`src/rtl/l2_fill_seq.sv`:
```
module l2_fill_seq #(
  parameter int AW        = 16,
  parameter int TW        = 4,
  parameter int RQ_DEPTH  = 4,
  parameter int WBQ_DEPTH = 2
) (
  input  logic          clk,
  input  logic          rst_n,
  input  logic          dram_rsp_valid,
  input  logic          dram_rsp_write,
  input  logic [AW-1:0] dram_rsp_addr,
  input  logic [TW-1:0] dram_rsp_tag,
  output logic          dram_rsp_ready,
  input  logic          mshr_chain_valid,
  input  logic [AW-1:0] mshr_chain_addr,
  input  logic [TW-1:0] mshr_chain_tag,
  output logic          mshr_pop,
  output logic          mshr_notify,
  output logic [AW-1:0] mshr_notify_addr,
  input  logic          reply_full,
  output logic          reply_valid,
  output logic [AW-1:0] reply_addr,
  output logic [TW-1:0] reply_tag,
  output logic [AW-1:0] cache_addr,
  input  logic          cache_present,
  output logic          cache_fill,
  input  logic          cache_evict_dirty,
  input  logic [AW-1:0] cache_evict_addr,
  output logic          retire_valid,
  output logic [AW-1:0] retire_addr,
  output logic [TW-1:0] retire_tag,
  input  logic          missq_valid,
  input  logic          missq_write,
  input  logic [AW-1:0] missq_addr,
  input  logic [TW-1:0] missq_tag,
  output logic          missq_pop,
  input  logic          dram_sched_full,
  output logic          dram_req_valid,
  output logic          dram_req_write,
  output logic          dram_req_wb,
  output logic [AW-1:0] dram_req_addr,
  output logic [TW-1:0] dram_req_tag
);

  localparam int EW  = AW + TW;
  localparam int RPW = $clog2(RQ_DEPTH);
  localparam int WPW = $clog2(WBQ_DEPTH);
  localparam logic [AW-1:0] NO_WB = '1;

  typedef enum logic [1:0] {S_IDLE, S_NEW, S_SERV} st_t;

  st_t           st;
  logic          it_wr;
  logic [AW-1:0] it_addr;
  logic [TW-1:0] it_tag;
  logic [AW-1:0] wb_addr;

  logic [1:0]    rq_push, rq_pop, rq_empty, rq_full;
  logic [EW-1:0] rq_head [2];

  // return queues: index 0 read data, index 1 write acknowledgements
  for (genvar q = 0; q < 2; q++) begin : g_rq
    logic [EW-1:0]  mem [RQ_DEPTH];
    logic [RPW-1:0] wp, rp;
    logic [RPW:0]   cnt;

    assign rq_empty[q] = (cnt == '0);
    assign rq_full[q]  = (cnt == (RPW+1)'(RQ_DEPTH));
    assign rq_head[q]  = mem[rp];
    assign rq_push[q]  = dram_rsp_valid && dram_rsp_ready && (dram_rsp_write == (q == 1));

    always_ff @(posedge clk)
      if (rq_push[q]) mem[wp] <= {dram_rsp_addr, dram_rsp_tag};

    always_ff @(posedge clk or negedge rst_n)
      if (!rst_n) begin
        wp  <= '0;
        rp  <= '0;
        cnt <= '0;
      end else begin
        if (rq_push[q]) wp <= (wp == RPW'(RQ_DEPTH-1)) ? '0 : wp + 1'b1;
        if (rq_pop[q])  rp <= (rp == RPW'(RQ_DEPTH-1)) ? '0 : rp + 1'b1;
        case ({rq_push[q], rq_pop[q]})
          2'b10:   cnt <= cnt + 1'b1;
          2'b01:   cnt <= cnt - 1'b1;
          default: ;
        endcase
      end

    a_r10_no_overflow: assert property (@(posedge clk) disable iff (!rst_n)
      cnt <= (RPW+1)'(RQ_DEPTH));
  end

  assign dram_rsp_ready = ~|rq_full;

  // writeback queue
  logic [AW-1:0]  wbq_mem [WBQ_DEPTH];
  logic [WPW-1:0] wbq_wp, wbq_rp;
  logic [WPW:0]   wbq_cnt;
  logic           wbq_push, wbq_pop, wbq_empty, wbq_full;
  logic [AW-1:0]  wbq_in, wbq_head;

  assign wbq_empty = (wbq_cnt == '0);
  assign wbq_full  = (wbq_cnt == (WPW+1)'(WBQ_DEPTH));
  assign wbq_head  = wbq_mem[wbq_rp];

  always_ff @(posedge clk)
    if (wbq_push) wbq_mem[wbq_wp] <= wbq_in;

  always_ff @(posedge clk or negedge rst_n)
    if (!rst_n) begin
      wbq_wp  <= '0;
      wbq_rp  <= '0;
      wbq_cnt <= '0;
    end else begin
      if (wbq_push) wbq_wp <= (wbq_wp == WPW'(WBQ_DEPTH-1)) ? '0 : wbq_wp + 1'b1;
      if (wbq_pop)  wbq_rp <= (wbq_rp == WPW'(WBQ_DEPTH-1)) ? '0 : wbq_rp + 1'b1;
      case ({wbq_push, wbq_pop})
        2'b10:   wbq_cnt <= wbq_cnt + 1'b1;
        2'b01:   wbq_cnt <= wbq_cnt - 1'b1;
        default: ;
      endcase
    end

  // selection of the next item
  logic          take_chain;
  logic [EW-1:0] popped;

  assign take_chain       = (st == S_IDLE || st == S_NEW) && mshr_chain_valid;
  assign mshr_pop         = take_chain;
  assign rq_pop[0]        = (st == S_IDLE) && !mshr_chain_valid && !rq_empty[0];
  assign rq_pop[1]        = (st == S_IDLE) && !mshr_chain_valid && rq_empty[0] && !rq_empty[1];
  assign mshr_notify      = |rq_pop;
  assign popped           = rq_pop[0] ? rq_head[0] : rq_head[1];
  assign mshr_notify_addr = popped[EW-1:TW];

  // service of the held item
  logic wb_pend, serv_rd, fresh, evict, done;

  assign wb_pend      = (wb_addr != NO_WB);
  assign serv_rd      = (st == S_SERV) && !it_wr;
  assign fresh        = serv_rd && !wb_pend;
  assign reply_valid  = fresh && !reply_full;
  assign cache_fill   = reply_valid && !cache_present;
  assign evict        = cache_fill && cache_evict_dirty;
  assign wbq_push     = (evict || (serv_rd && wb_pend)) && !wbq_full;
  assign wbq_in       = wb_pend ? wb_addr : cache_evict_addr;
  assign retire_valid = (st == S_SERV) && it_wr;
  assign done         = retire_valid || (reply_valid && !evict) || wbq_push;

  assign reply_addr  = it_addr;
  assign reply_tag   = it_tag;
  assign retire_addr = it_addr;
  assign retire_tag  = it_tag;
  assign cache_addr  = it_addr;

  always_ff @(posedge clk or negedge rst_n)
    if (!rst_n) begin
      st      <= S_IDLE;
      it_wr   <= 1'b0;
      it_addr <= '0;
      it_tag  <= '0;
      wb_addr <= NO_WB;
    end else begin
      case (st)
        S_IDLE:
          if (take_chain) begin
            it_wr   <= 1'b0;
            it_addr <= mshr_chain_addr;
            it_tag  <= mshr_chain_tag;
            st      <= S_SERV;
          end else if (mshr_notify) begin
            it_wr   <= rq_pop[1];
            it_addr <= popped[EW-1:TW];
            it_tag  <= popped[TW-1:0];
            st      <= S_NEW;
          end
        S_NEW: begin
          if (take_chain) begin
            it_wr   <= 1'b0;
            it_addr <= mshr_chain_addr;
            it_tag  <= mshr_chain_tag;
          end
          st <= S_SERV;
        end
        default:
          if (done) st <= S_IDLE;
      endcase
      if (evict && wbq_full) wb_addr <= cache_evict_addr;
      else if (wbq_push)     wb_addr <= NO_WB;
    end

  // outgoing DRAM arbitration
  logic issue_wb;

  assign issue_wb       = !wbq_empty && !dram_sched_full;
  assign wbq_pop        = issue_wb;
  assign missq_pop      = wbq_empty && missq_valid && !dram_sched_full;
  assign dram_req_valid = issue_wb || missq_pop;
  assign dram_req_wb    = issue_wb;
  assign dram_req_write = issue_wb || missq_write;
  assign dram_req_addr  = issue_wb ? wbq_head : missq_addr;
  assign dram_req_tag   = issue_wb ? '0 : missq_tag;

  a_r11_pend_owned: assert property (@(posedge clk) disable iff (!rst_n)
    wb_pend |-> (st == S_SERV && !it_wr));

  a_r2_chain_first: assert property (@(posedge clk) disable iff (!rst_n)
    (st == S_IDLE && mshr_chain_valid) |-> !mshr_notify);

  a_r4_notify_then_new: assert property (@(posedge clk) disable iff (!rst_n)
    mshr_notify |=> (st == S_NEW));

  a_r5_stall_holds: assert property (@(posedge clk) disable iff (!rst_n)
    (fresh && reply_full) |=> (st == S_SERV && $stable(it_tag) && $stable(it_addr)));

  a_r7_retry_holds: assert property (@(posedge clk) disable iff (!rst_n)
    (wb_pend && wbq_full) |=> (wb_pend && $stable(wb_addr)));

  a_r7_wbq_bound: assert property (@(posedge clk) disable iff (!rst_n)
    wbq_cnt <= (WPW+1)'(WBQ_DEPTH));

  a_r9_wb_priority: assert property (@(posedge clk) disable iff (!rst_n)
    (dram_req_valid && !dram_req_wb) |-> wbq_empty);

  a_r9_sched_block: assert property (@(posedge clk) disable iff (!rst_n)
    dram_sched_full |-> !dram_req_valid);

endmodule

```
`config.mk`:
```
export PLATFORM = sky130hd
export DESIGN_NAME = l2_fill_seq
export DESIGN_NICKNAME = d
export VERILOG_FILES = /design/src/rtl/l2_fill_seq.sv
export SDC_FILE = /design/constraint.sdc
export NUM_CORES = 1
export LEC_CHECK = 0
export ABC_AREA = 1
export BUFFER_PORTS_ARGS = -buffer_cell sky130_fd_sc_hd__clkbuf_2
export CORE_MARGIN = 2
export CORE_UTILIZATION = 46
export CTS_CLUSTER_DIAMETER = 150
export CTS_CLUSTER_SIZE = 28
export DETAILED_ROUTE_END_ITERATION = 6
export HOLD_SLACK_MARGIN = 0.08
export PLACE_DENSITY = 0.7
export SLEW_MARGIN = 0
export SYNTH_ARGS = -nofsm -noshare
export SYNTH_HDL_FRONTEND = slang
export SYNTH_SLANG_ARGS = --single-unit
```
`constraint.sdc`:
```
create_clock -name clk -period 6.7 [get_ports clk]
set_input_delay 0.335 -clock clk [delete_from_list [all_inputs] [get_ports clk]]
set_output_delay 0.335 -clock clk [all_outputs]
set_load 0.02 [all_outputs]
```
## After elaboration in Yosys (flattened, before gate mapping)

Memories as Yosys holds them, arrays and structs flattened.
Cells that the tools add are included.

- Register bits: 57
- RAM bits: 192
- Input port bits: 87
- Output and inout port bits: 102
- Logic and storage cells: 138
- Memories kept: 3

Memories:

| name | words | bits a word | read ports | clocked after Yosys merged registers in | write ports | line | source |
|---|---|---|---|---|---|---|---|
| g_rq[0].mem | 4 | 20 | 1 | 0 | 1 | 63 | `logic [EW-1:0] mem [RQ_DEPTH];` |
| g_rq[1].mem | 4 | 20 | 1 | 0 | 1 | 63 |  |
| wbq_mem | 2 | 16 | 1 | 0 | 1 | 97 | `logic [AW-1:0] wbq_mem [WBQ_DEPTH];` |

- Add/subtract/negate cells: 12
- Equal/unequal tests: 18
- Mux-type cells: 37
- Bitwise logic cells: 1
- Reductions and logical operators: 53

Operators by type and width:

| cell | number |
|---|---|
| $mux W16 | 7 |
| $pmux W16 S2 | 1 |
| $logic_and A1 B1 Y1 | 21 |
| $mux W20 | 1 |
| $eq A2 B2 Y1 const B | 9 |
| $mux W4 | 4 |
| $ne A16 B16 Y1 const B | 1 |
| $mux W2 | 7 |
| $logic_not A1 Y1 | 12 |
| $pmux W3 S2 | 2 |
| $mux W1 | 11 |
| $add A2 B1 Y2 const B | 5 |
| $reduce_bool A2 Y1 | 5 |
| $eq A2 B1 Y1 const B | 4 |
| $pmux W2 S2 | 2 |
| $pmux W4 S2 | 1 |
| $add A3 B1 Y3 const B | 2 |
| $eq A3 B3 Y1 const B | 2 |
| $logic_not A3 Y1 | 2 |
| $logic_or A1 B1 Y1 | 6 |
| $sub A3 B1 Y3 const B | 2 |
| $logic_not A2 Y1 | 2 |
| $reduce_or A2 Y1 | 2 |
| $ne A3 B3 Y1 const B | 1 |
| other kinds (8) | 9 |

## Longest topological paths before layout

Gate-level depths: netlist of run 1.

- Word-level depth: 12
- Mapped depth: 13
- Gate-level depth less buffers: 13

## Worst setup path before layout of run 1

Ideal clock, no wire load.

- Path type: register to register
- Start: register g_rq[1].cnt[0]
- End: memory g_rq[0].mem[0][0] (netlist name) (enable)
- Arrival time: 2.003 ns
- Data required time: 6.303 ns
- Setup slack: 4.300 ns
- Cell stages (with the launch flop): 9
- Clock period less this slack: 2.400 ns
- Cells stage by stage: dfrtp_1 inv_1 nand3_1 o31ai_1 inv_1 nand2_1 nor2_1 inv_1 nor2_1

- Cells in the longest elaborated chain, start to end: 7

RTL lines:

| what | line | source |
|---|---|---|
| from (decl) | 65 | `logic [RPW:0] cnt;` |
| from (signal assigned) | 84 | `2'b10: cnt <= cnt + 1'b1;` |
| from (signal assigned) | 85 | `2'b01: cnt <= cnt - 1'b1;` |
| $eq A3 B3 Y1 | 68 | `assign rq_full[q] = (cnt == (RPW+1)'(RQ_DEPTH));` |
| $reduce_or A2 Y1 | 94 | `assign dram_rsp_ready = ~\|rq_full;` |
| $logic_not A1 Y1 | 94 |  |
| net dram_rsp_ready | 13 | `output logic dram_rsp_ready,` |
| $logic_and A1 B1 Y1 (2 in series) | 70 | `assign rq_push[q] = dram_rsp_valid && dram_rsp_ready && (dram_rsp_write == (q == 1));` |
| $mux W1 | 73 | `if (rq_push[q]) mem[wp] <= {dram_rsp_addr, dram_rsp_tag};` |
| $mux W1 (not written as such) | 73 |  |
| to (decl) | 63 |  |

The timed path passes the listed nets, and every way through them passes these cells.

## Worst setup path in the final report of run 1

- Start: register st[0]
- End: output mshr_notify_addr[9]

- Cells in the longest elaborated chain, start to end: 4

RTL lines:

| what | line | source |
|---|---|---|
| from (decl) | 52 | `st_t st;` |
| from (signal assigned) | 159 | `st <= S_IDLE;` |
| from (signal assigned) | 171 | `st <= S_SERV;` |
| from (signal assigned) | 176 | `st <= S_NEW;` |
| $logic_not A2 Y1 | 131 | `assign rq_pop[0] = (st == S_IDLE) && !mshr_chain_valid && !rq_empty[0];` |
| $logic_and A1 B1 Y1 (2 in series) | 131 |  |
| $mux W20 | 134 | `assign popped = rq_pop[0] ? rq_head[0] : rq_head[1];` |
| to (decl) | 19 | `output logic [AW-1:0] mshr_notify_addr,` |

Every way passes these cells.

==> results.md, run 1 <==
* Antenna cell count at 0
* Area of the multi-input gates at between 0.002 and 0.003 mm²
* Max clock buf depth at 3
* First-pass GRT wire length at around 37000 µm
* RSZ-0062 raised after global routing: no
* Mean post-synth cell area at around 11 µm²
* Actual slew at the worst max-slew pin at slightly below 1 ns
* Final wirelength at 24100 µm
* Cts bufs inserted at 12
* Post-synth EDFFs at 192
* MaxCap Viol Count at 0
* Critical path class: register to primary output
* FF+latch area at around 0.007 mm²
* Hold Slack at roughly 0.1 ns
* Final ANT Viol Nets at 0
* Worst-path clk slew at about 0.11 ns
* Core ar. at approximately 0.023 mm²
* Die Span X at between 150 and 200 µm
* Hold EP: wb_addr[9]
* CTS tree: done
* Critical R2R Launch: g_rq[0].cnt[0]
* Initial antenna violation count at 0
* Distinct cells, synth at 38
* Crit end category: primary output
* Tot GR Track Use at ~19%
* Drt pass-1 iters at 5
* Post-Synth XOR/XNOR Area at less than 1%
* Met3 WL at 1400 µm
* Max Fanout on Critical Path at 26
* PD cells at 478 mW/mm²
* Worst Path Arrival at 3.05 ns
* Worst-Skew Late Latency at 0.48 ns
* Setup bufs post-CTS at 0
* Post-Syn Instances at 974
* Adder-Cell Fraction of Synth Area at around 1.9%
* Final worst-path setup slack at between 3 and 4 ns
* Setup WS pre-CTS at roughly 3.4 ns
* Vias in the first global route at about 7000
* Gpl congestion at roughly 0.78
* Final Skew at ~0.022 ns
* Asr flop ratio synth at 22.9%
* Sequential share of the synthesized area at between 60% and 70%
* Most frequent cells in the layout: edfxtp_1 (192), clkbuf_2 (188), nor2_1 (169), nand2_1 (130), o21ai_0 (110)
* Dpl hpwl at 16300 µm
* Grt ovf at 0
* Synthesized area at 0.0109 mm²
* Worst hold start: cache_evict_addr[9]
* R2R depth at 10
* Multiplexer area fraction after synthesis at 0%
* Site Rows at 56
* Die area at about 0.025 mm²
* Total power at slightly below 6 mW
* Final net count at between 1000 and 1500
* Fmax at just under 0.3 GHz
* H-tree depth at 1
* Post-Synth Simple-Gate Area at between 10% and 20%
* Fill cells at between 2000 and 2500
* Largest net degree at the start of global routing at between 50 and 60
* Initial Utilization at between 40% and 50%
* Post-DR wirelength/cell at between 15 and 20 µm
* Shortest period the worst path allows at between 3 and 4 ns
* Die Height at roughly 160 µm
* Vias per cell at a little over 5
* HP Class: primary input to register
* M1 WL at a little over 10000 µm
* Final setup fails at 0
* Ys flop type: edfxtp_1
* Largest family of logic cells by synthesized area: simple AND/OR/NAND/NOR gates
* Flop2flop setup slack at between 3 and 4 ns
* Drc violations at 0
* Commonest non-fill, non-tap cell in the layout: edfxtp_1
* Final Slew Violations at 0
* Synthesized Nets at 1076
* Setup_tns at 0 ns
* Compound-gate portion of the synthesized area at a little under an eighth
* Met2 Wirelength at 12100 µm
* Io pins at 189
* Area leader, netlist: edfxtp_1
* WP data required at 6.36 ns
* Synth warn at 0
* Share of the clock period used by the worst path at about half
* Slew headroom at roughly a third
* Register bit count reported by yosys at about 250
* RR Endpoint: reply_tag[2]
* Top cells by area, synth: edfxtp_1 (53%), dfrtp_1 (9.5%), nor2_1 (6.1%)
* Layout cells sized above 1 at between 20% and 30%
* Worst setup SP type: register
* 1st-iter DRT viols at about 560
* Yosys top cell area share at a little over half
* Vias at about 7400
* Clock sink total at around 250
* Area Growth Syn to Fin at 12.5%
* I/O Buffers at approximately 190
* Highest Signal Layer: met4
* Fin. Hold Viols at 0
* VDD IR max at 0.294 mV
* Hold Path Cell Cnt at 3
* LEAKAGE at between 4 and 5 nW
* Status: finished, final reports clean
* CTS root buf: clkbuf_16
-- state kept, by name (all words and copies together) (netlist names) --
signal	count
g_rq.cnt	6
wbq_rp	1
wbq_wp	1
it_wr	1
g_rq.mem	160
wbq_mem	32
g_rq.wp	4
cache_addr	16
wb_addr	16
st	2
reply_tag	4
g_rq.rp	4
wbq_cnt	2
-- report_power, final --
| part | internal [mW] | switching [mW] | total (mW) | leakage, nW |
|---|---|---|---|---|
| Combinational | 0.820 | 1.88 | 2.70 | 2.35 |
| Clock | 0.357 | 0.446 | 0.803 | 0.168 |
| Sequential | 2.11 | 0.218 | 2.33 | 2.39 |
| Total | 3.29 | 2.54 | 5.83 | 4.90 |
-- metrics by stage --
step | instance area (µm²) | utilization [%] | instances
finish | 12200 | 52.3 | 1431
global route | 12200 | 52.3 | 1431
global placement | 11900 | 50.8 | 1413
detailed placement | 11900 | 50.8 | 1413
CTS | 12200 | 52.3 | 1431
floorplan | 10900 | - | 974
-- worst max-delay path by stage --
stage                               from                  end  slack (ns)  cells past startpoint
after floorplan           g_rq[1].cnt[0]    g_rq[0].mem[0][0]        4.30                      8
after global placement             st[0]       g_rq[0].cnt[2]        3.52                     11
final                              st[0]  mshr_notify_addr[9]        3.32                      8
after global routing      g_rq[0].cnt[0]        cache_addr[6]        3.04                     10
after CTS                          st[0]  mshr_notify_addr[9]        3.27                      8
after detailed placement           st[0]       g_rq[0].cnt[2]        3.39                     11
-- cell type report --
class                   instances  share of cell area, %
clock buffers                  16                   2.76
clock inverters                 1                 0.0410
inverters                      49                   1.51
multi-input cells             590                   24.4
well taps                     319                   3.27
repair buffers                207                   8.90
flip-flops and latches        249                   59.1
-- kinds of logic (layout without fill, tap and decap cells) --
group,after synthesis,after routing
simple gates,353,353
flops,249,249
buf+inv,135,273
fa+ha+maj,15,15
compound gates,215,215
xor+xnor,7,7
-- synth_stat cells, types with 4 or more instances --
master / number
dfrtp_1: 41
buf_2: 8
clkbuf_1: 38
o221ai_1: 8
o21ai_1: 6
o31a_1: 16
nor2_2: 25
ha_1: 13
inv_1: 46
o21ai_0: 111
o22ai_1: 23
nand2_1: 130
a21oi_1: 31
xnor2_1: 4
dfstp_2: 16
nand3_1: 8
buf_4: 36
nor2_1: 177
edfxtp_1: 192
a31oi_1: 17
-- layer usage --
layer | global-route usage, % | vias up
met4 | 3.90 | 0
met5 | 0 | -
met1 | 25.1 | 3489
met2 | 34.8 | 250
met3 | 2.90 | 28
li1 | - | 3585
-- critical path, stage by stage, from the launching register on --
cell,delay (ns)
dfrtp_1,0.45
nor2_1,0.13
nand2_1,0.12
inv_1,0.10
nand2_1,0.55
inv_2,0.70
nand2_1,0.11
nand2_1,0.20
clkbuf_2,0.21
-- what timing repair did --
action | 4_1_cts | 5_1_grt
gates resized for setup | 0 | 0
endpoints found under the hold margin | 41 | 0
hold buffers | 1 | 0
Note: power is estimated with default switching activity, not from simulation.
==> run 2: changes to the inputs <==
==> constraint.sdc (replaced) <==
create_clock -name clk -period 3.5 [get_ports clk]
set_input_delay 0.175 -clock clk [delete_from_list [all_inputs] [get_ports clk]]
set_output_delay 0.175 -clock clk [all_outputs]
set_load 0.02 [all_outputs]
==> results.md, run 2 (same netlist as run 1, synthesis figures left out) <==
* Status: finished, final reports clean (unchanged)
* RR Endpoint: cache_addr[12] (was reply_tag[2])
* Final setup fails at 0 (unchanged)
* Most frequent cells in the layout: edfxtp_1 (192), clkbuf_2 (188), nor2_1 (169), nand2_1 (130), o21ai_0 (110) (unchanged)
* Worst setup SP type: register (unchanged)
* Layout cells sized above 1 at 24.3% (was 25.4%)
* Final net count at 1270 (was 1211)
* Largest register FFs at 160 (unchanged)
* Die Span X at 158 µm (unchanged)
* Worst-path clk slew at 0.11 ns (about the same)
* Combinational share of power at 46.6% (was 46.2%)
* Final Skew at 0.0181 ns (was 0.0223 ns)
* RSZ-0062 raised after global routing: no (unchanged)
* Largest regs: g_rq.mem x160, wbq_mem x32 (unchanged)
* Dpl hpwl at 16300 µm (about the same)
* Setup_tns at 0 ns (unchanged)
* Setup bufs post-CTS at 0 (unchanged)
* Total power at 11.3 mW (was 5.83 mW)
* Fmax at roughly 0.35 GHz
* Top reg by flops: g_rq.mem (unchanged)
* Hold EP: wbq_rp (was wb_addr[9])
* Crit end category: primary output (unchanged)
* Worst hold start: dram_sched_full (was cache_evict_addr[9])
* Max Fanout on Critical Path at 22 (was 26)
* 1st-iter DRT viols at 685 (was 558)
* R2R depth at 11 (was 10)
* Worst Path Arrival at 2.71 ns (was 3.05 ns)
* Post-DR wirelength/cell at 16.9 µm (about the same)
* Actual slew at the worst max-slew pin at 1.05 ns (was 0.974 ns)
* Drt pass-1 iters at 5 (unchanged)
* MaxCap Viol Count at 0 (unchanged)
* Psw at 4.90 mW (was 2.54 mW)
* Sw Share at 43.6% (about the same)
* Share of the clock period used by the worst path at between 80 and 90%
* Gpl congestion at 0.782 (was 0.776)
* Flop2flop setup slack at 0.97 ns (was 3.32 ns)
* Die area at 0.0248 mm² (unchanged)
* Die Height at 158 µm (unchanged)
* LEAKAGE at 5.15 nW (was 4.90 nW)
* Tot GR Track Use at 19.9% (was 19.4%)
* Core ar. at 0.0233 mm² (unchanged)
* WP data required at 3.32 ns (was 6.36 ns)
* CTS tree: done (unchanged)
* Grt ovf at 0 (unchanged)
* First-pass GRT wire length at 38200 µm (was 37200 µm)
* CTS root buf: clkbuf_16 (unchanged)
* Shortest period the worst path allows at 2.89 ns
* Site Rows at 56 (unchanged)
* Drc violations at 0 (unchanged)
* Fin. Hold Viols at 0 (unchanged)
* Clk pwr share at 13.7% (was 13.8%)
* Internal Dissipation at 6.35 mW (was 3.29 mW)
* Final ANT Viol Nets at 0 (unchanged)
* Initial Utilization at 46.5% (unchanged)
* Cts bufs inserted at 12 (unchanged)
* Vias per cell at 5.13 (was 5.14)
* Commonest non-fill, non-tap cell in the layout: edfxtp_1 (unchanged)
* Slew headroom at 29.8% (was 35.0%)
* Final wirelength at 25200 µm (was 24100 µm)
* Clock sink total at 249 (unchanged)
* Io pins at 189 (unchanged)
* Max clock buf depth at 3 (unchanged)
* HP Class: primary input to register (unchanged)
* PD cells at 880 mW/mm² (was 478 mW/mm²)
* Initial antenna violation count at 1 (was 0)
* Final Slew Violations at 0 (unchanged)
* I/O Buffers at 188 (unchanged)
* VDD IR max at 0.512 mV (was 0.294 mV)
* Largest net degree at the start of global routing at 43 (was 58)
* Critical R2R Launch: g_rq[0].cnt[0] (unchanged)
* Hold Path Cell Cnt at 3 (unchanged)
* Vias in the first global route at 7090 (was 6921)
* Worst-Skew Late Latency at 0.47 ns (was 0.48 ns)
* Critical path class: register to primary output (unchanged)
* Vias at 7653 (was 7352)
* Sequential fraction of design power at 39.7% (was 40.0%)
* Area Growth Syn to Fin at 17.9% (was 12.5%)
* H-tree depth at 1 (unchanged)
* Fill cells at 2019 (was 2080)
-- run 2: changes by cell type in the layout (fill, tap and decap cells not counted), sizes merged --
cell         before  now
diode             0    1
dlygate4sd3       1   58
buf              18   20
-- run 2: power by group through the flow --
stage,Sequential [mW],Combinational (mW),Clock (mW)
after floorplan,4.51,3.81,0
after global placement,4.52,5.11,0
after detailed placement,4.53,5.18,0
after CTS,4.47,5.26,1.57
after global routing,4.54,5.80,1.69
final,4.47,5.25,1.54
-- run 2: area by class of cell --
| type | instances | area [µm²] | share of cell area (%) |
|---|---|---|---|
| clock buffers | 16 | 337 | 2.63 |
| well taps | 319 | 399 | 3.12 |
| inverters | 49 | 184 | 1.44 |
| repair buffers | 266 | 1670 | 13.1 |
| multi-input cells | 590 | 2980 | 23.3 |
| flip-flops and latches | 249 | 7210 | 56.4 |
| diodes | 1 | 2.50 | 0.0196 |
| clock inverters | 1 | 5.00 | 0.0391 |
-- run 2: repair_timing --
item                                   in CTS  in global routing
endpoints found under the hold margin     244                  0
resized for setup                           0                  0
hold buffers                               58                  0
-- run 2: per-layer routing --
layer  GRT usage, %  vias to the layer above  wire length [µm]
li1               -                     3706                 -
met1           26.7                     3620             10700
met2           34.7                      297             12300
met3           3.07                       30              1750
met4           4.29                        0               413
met5              0                        -                 0
-- run 2: critical path: stages (launching register included) --
cell	delay, ns
dfrtp_1	0.71
inv_1	0.70
o21ai_0	0.24
o22ai_1	0.19
nand2_1	0.08
nand2_1	0.13
clkbuf_2	0.19
-- run 2: worst max path at each step --
stage                        start                    to  slack, ns
floorplan           g_rq[1].cnt[0]     g_rq[0].mem[0][0]       1.10
global placement    g_rq[0].cnt[0]          reply_tag[1]       1.13
detailed placement  g_rq[0].cnt[0]        cache_addr[12]       1.06
CTS                  g_rq[0].rp[1]  mshr_notify_addr[12]       0.63
global route         g_rq[0].rp[1]  mshr_notify_addr[10]       0.40
finish               g_rq[1].rp[1]   mshr_notify_addr[5]       0.61
-- run 2: per-stage QoR --
step	std cells	setup slack [ns]	instance area [µm²]	utilization, %	hold WS, ns
finish	1491	0.614	12800	54.8	0.107
global route	1491	0.403	12800	54.8	0.112
CTS	1490	0.627	12800	54.8	0.0986
detailed placement	1415	1.06	11900	50.9	0.270
global placement	1415	1.13	11900	50.9	0.256
floorplan	974	1.10	10900	-	-0.121
==> run 3: changes to the inputs <==
--- a/config.mk
+++ b/config.mk
@@ -5,7 +5,7 @@
 export SDC_FILE = /design/constraint.sdc
 export NUM_CORES = 1
 export LEC_CHECK = 0
-export ABC_AREA = 1
+export ABC_AREA = 0
 export BUFFER_PORTS_ARGS = -buffer_cell sky130_fd_sc_hd__clkbuf_2
 export CORE_MARGIN = 2
 export CORE_UTILIZATION = 46
@@ -13,7 +13,7 @@
 export CTS_CLUSTER_SIZE = 28
 export DETAILED_ROUTE_END_ITERATION = 6
 export HOLD_SLACK_MARGIN = 0.08
-export PLACE_DENSITY = 0.7
+export PLACE_DENSITY = 0.72
 export SLEW_MARGIN = 0
 export SYNTH_ARGS = -nofsm -noshare
 export SYNTH_HDL_FRONTEND = slang
==> constraint.sdc (replaced) <==
create_clock -name clk -period 2.53 [get_ports clk]
set_input_delay 0.1265 -clock clk [delete_from_list [all_inputs] [get_ports clk]]
set_output_delay 0.1265 -clock clk [all_outputs]
set_load 0.02 [all_outputs]
==> results.md, run 3 <==
* Dpl hpwl at 15700 µm (was 16300 µm)
* Tot GR Track Use at 19.3% (was 19.9%)
* Flop2flop setup slack at 0.40 ns (was 0.97 ns)
* Max Fanout on Critical Path at 11 (was 22)
* Distinct cells, synth at 48 (was 38)
* Shortest period the worst path allows at 2.48 ns
* Die Span X at 157 µm (was 158 µm)
* Worst-path clk slew at 0.11 ns (about the same)
* Most frequent cell after synthesis: edfxtp_1 (unchanged)
* Post-synth top cells: edfxtp_1 (192), dfrtp_1 (41), buf_4 (40), mux4_2 (40), mux2i_1 (36) (was edfxtp_1 (192), nor2_1 (177), nand2_1 (130))
* Worst Path Arrival at 2.35 ns (was 2.71 ns)
* Area Growth Syn to Fin at 19.7% (was 17.9%)
* Setup WS pre-CTS at 0.418 ns (was 1.06 ns)
* Asr flop ratio synth at 22.9% (unchanged)
* Final Cell Area at 0.0129 mm² (was 0.0128 mm²)
* I/O Buffers at 188 (unchanged)
* Dpl cells at 1121 (was 1415)
* Final net count at 983 (was 1270)
* Share of the clock period used by the worst path at 97.9%
* Clock sink total at 249 (unchanged)
* H-tree depth at 1 (unchanged)
* Worst-Skew Late Latency at 0.49 ns (was 0.47 ns)
* Io pins at 189 (unchanged)
* Sequential share of the synthesized area at 67.0% (was 66.5%)
* Final Slew Violations at 0 (unchanged)
* Top cells by area, synth: edfxtp_1 (54%), dfrtp_1 (9.5%), mux4_2 (8.4%) (was edfxtp_1 (53%), dfrtp_1 (9.5%), nor2_1 (6.1%))
* Final ANT Viol Nets at 0 (unchanged)
* Most frequent cells in the layout: edfxtp_1 (192), clkbuf_2 (188), dlygate4sd3_1 (58), mux4_2 (40), dfrtp_1 (40) (was edfxtp_1 (192), clkbuf_2 (188), nor2_1 (169), nand2_1 (130), o21ai_0 (110))
* Vias per cell at 5.27 (was 5.13)
* VDD IR max at 0.830 mV (was 0.512 mV)
* Drt pass-1 iters at 5 (unchanged)
* Drc violations at 0 (unchanged)
* Synthesized area at 0.0108 mm² (was 0.0109 mm²)
* Fin. Hold Viols at 0 (unchanged)
* Setup_tns at 0 ns (unchanged)
* CP max-delay cell: dfrtp_1 (unchanged)
* RSZ-0062 raised after global routing: yes (was no)
* Placed cell area at 0.0119 mm² (about the same)
* Fill cells at 1823 (was 2019)
* Worst hold start: cache_evict_dirty (was dram_sched_full)
* Area leader, netlist: edfxtp_1 (unchanged)
* Final Skew at 0.0245 ns (was 0.0181 ns)
* Largest regs: g_rq.mem x160, wbq_mem x32 (unchanged)
* Initial antenna violation count at 1 (unchanged)
* Total power at 15.5 mW (was 11.3 mW)
* CTS root buf: clkbuf_16 (unchanged)
* RR Endpoint: g_rq[1].cnt[2] (was cache_addr[12])
* Largest net degree at the start of global routing at 58 (was 43)
* Grt ovf at 0 (unchanged)
* Synth warn at 0 (unchanged)
* Hold Path Cell Cnt at 4 (was 3)
* CP max stage delay at 0.44 ns (was 0.71 ns)
* CTS tree: done (unchanged)
* Gpl congestion at 0.761 (was 0.782)
* Top reg by flops: g_rq.mem (unchanged)
* Post-synth EDFFs at 192 (unchanged)
* Layout cells sized above 1 at 37.9% (was 24.3%)
* Hold EP: st[1] (was wbq_rp)
* Filler-free cell count of the finished design at 1200 (was 1491)
* Post-DR wirelength/cell at 19.9 µm (was 16.9 µm)
* Site Rows at 55 (was 56)
* Die Height at 157 µm (was 158 µm)
* Crit path max-delay family: simple AND/OR/NAND/NOR gates (was buffers and inverters)
* Ys flop type: edfxtp_1 (unchanged)
* HP Class: primary input to register (unchanged)
* Worst setup SP type: register (unchanged)
* Cts bufs inserted at 12 (unchanged)
* WP buf/inv at 3 (was 2)
* R2R depth at 10 (was 11)
* MaxCap Viol Count at 0 (unchanged)
* LEAKAGE at 5.03 nW (was 5.15 nW)
* CP cell instances: or3_4 -> nand2_2 -> buf_4 -> mux2i_1 -> inv_1 -> clkbuf_2 (was inv_1 -> o21ai_0 -> o22ai_1 -> nand2_1 -> nand2_1 -> clkbuf_2)
* Largest register FFs at 160 (unchanged)
* Die area at 0.0246 mm² (was 0.0248 mm²)
* Initial Utilization at 47.2% (was 46.5%)
* Critical path class: register to primary output (unchanged)
* Vias at 6319 (was 7653)
* 1st-iter DRT viols at 486 (was 685)
* First-pass GRT wire length at 35700 µm (was 38200 µm)
* Commonest non-fill, non-tap cell in the layout: edfxtp_1 (unchanged)
* Critical R2R Launch: g_rq[0].cnt[1] (was g_rq[0].cnt[0])
* Slew headroom at 47.1% (was 29.8%)
* Fmax at between 0.4 and 0.5 GHz
* Final worst-path setup slack at 0.0532 ns (was 0.614 ns)
* Core ar. at 0.0228 mm² (was 0.0233 mm²)
* Actual slew at the worst max-slew pin at 0.793 ns (was 1.05 ns)
* WP data required at 2.40 ns (was 3.32 ns)
* Yosys top cell area share at 53.6% (was 53.1%)
* Max clock buf depth at 3 (unchanged)
* Antenna cell count at 0 (was 1)
* Final setup fails at 0 (unchanged)
* Vias in the first global route at 6159 (was 7090)
* Crit end category: primary output (unchanged)
* PD cells at 1210 mW/mm² (was 880 mW/mm²)
* Synthesized Nets at 756 (was 1076)
* Status: finished, final reports clean (unchanged)
* Final wirelength at 23900 µm (was 25200 µm)
* Mean post-synth cell area at 16.4 µm² (was 11.1 µm²)
* Register bit count reported by yosys at 249 (unchanged)
* Post-Syn Instances at 654 (was 974)
-- run 3: cell types whose count changed after synthesis, sizes merged, moves of 21 or more --
| cell | before | now |
|---|---|---|
| nand2 | 133 | 22 |
| o21ai | 117 | 18 |
| mux4 | 0 | 40 |
| o22ai | 23 | 0 |
| a21oi | 31 | 0 |
| mux2i | 0 | 36 |
| mux2 | 0 | 22 |
| clkbuf | 38 | 17 |
| nor2 | 204 | 14 |
-- run 3: cells by family (layout without fill, tap and decap cells) --
| family | Yosys count | after routing | share of synthesized area, % |
|---|---|---|---|
| AOI/OAI and AO/OA | 64 | 64 | 4.35 |
| xor gates and xnor gates | 11 | 11 | 0.896 |
| adders and majority gates | 15 | 15 | 1.88 |
| buffers and inverters | 103 | 336 | 5.66 |
| DFF | 249 | 249 | 67.0 |
| muxes | 98 | 98 | 14.0 |
| and+or+nand+nor | 114 | 114 | 6.14 |
-- run 3: worst max-delay path by stage --
| stage | from | endpoint | cells after the start | slack [ns] |
|---|---|---|---|---|
| final | g_rq[0].cnt[1] | mshr_notify_addr[1] | 6 | 0.05 |
| after global routing | g_rq[0].cnt[1] | mshr_notify_addr[5] | 6 | -0.05 |
| after CTS | wb_addr[2] | cache_fill | 6 | 0.01 |
| after detailed placement | g_rq[0].cnt[1] | g_rq[1].cnt[2] | 10 | 0.42 |
| after global placement | g_rq[0].cnt[0] | g_rq[1].cnt[2] | 10 | 0.49 |
| after floorplan | st[0] | wbq_mem[1][0] | 4 | 0.21 |
-- run 3: metal layers --
metal  track usage, %  routed length, µm
met1             26.2              10200
met2             33.6              12000
met3             2.09               1250
met4             4.33                533
met5                0                 13
-- run 3: worst register-to-register path, stage by stage, from the launching register on --
cell	delay, ns
dfrtp_1	0.44
nor2_1	0.14
a32oi_1	0.09
and3_1	0.28
inv_1	0.09
ha_1	0.17
inv_1	0.06
fa_1	0.37
xor2_1	0.15
nor2_1	0.10
xor2_1	0.17
-- run 3: area by class of cell --
| class | instances | area (µm²) | share of cell area (%) |
|---|---|---|---|
| Sequential cell | 249 | 7210 | 56.0 |
| Multi-Input combinational cell | 302 | 2950 | 22.9 |
| Clock buffer | 18 | 323 | 2.51 |
| Timing Repair Buffer | 283 | 1850 | 14.4 |
| Inverter | 33 | 124 | 0.962 |
| Clock inverter | 2 | 21.3 | 0.165 |
| Tap cell | 313 | 392 | 3.04 |
-- run 3: repair_timing --
item	CTS	global route
hold buffers	58	0
buffers inserted	0	1
resized for setup	2	2
endpoints found under the hold margin	270	0
endpoints found under the setup margin	2	7
pin swaps	0	1
-- run 3: stage by stage --
step	hold slack, ns	util [%]
global route	0.184	56.5
finish	0.171	56.5
global placement	0.338	52.4
CTS	0.161	56.5
detailed placement	0.338	52.4
floorplan	-0.169	-
-- run 3: report_power, final --
| part | internal (mW) | switching (mW) | total [mW] | leakage, nW |
|---|---|---|---|---|
| logic | 3.10 | 4.09 | 7.19 | 2.49 |
| registers | 5.61 | 0.597 | 6.20 | 2.38 |
| clock network | 0.913 | 1.23 | 2.14 | 0.166 |
| total | 9.62 | 5.92 | 15.5 | 5.03 |
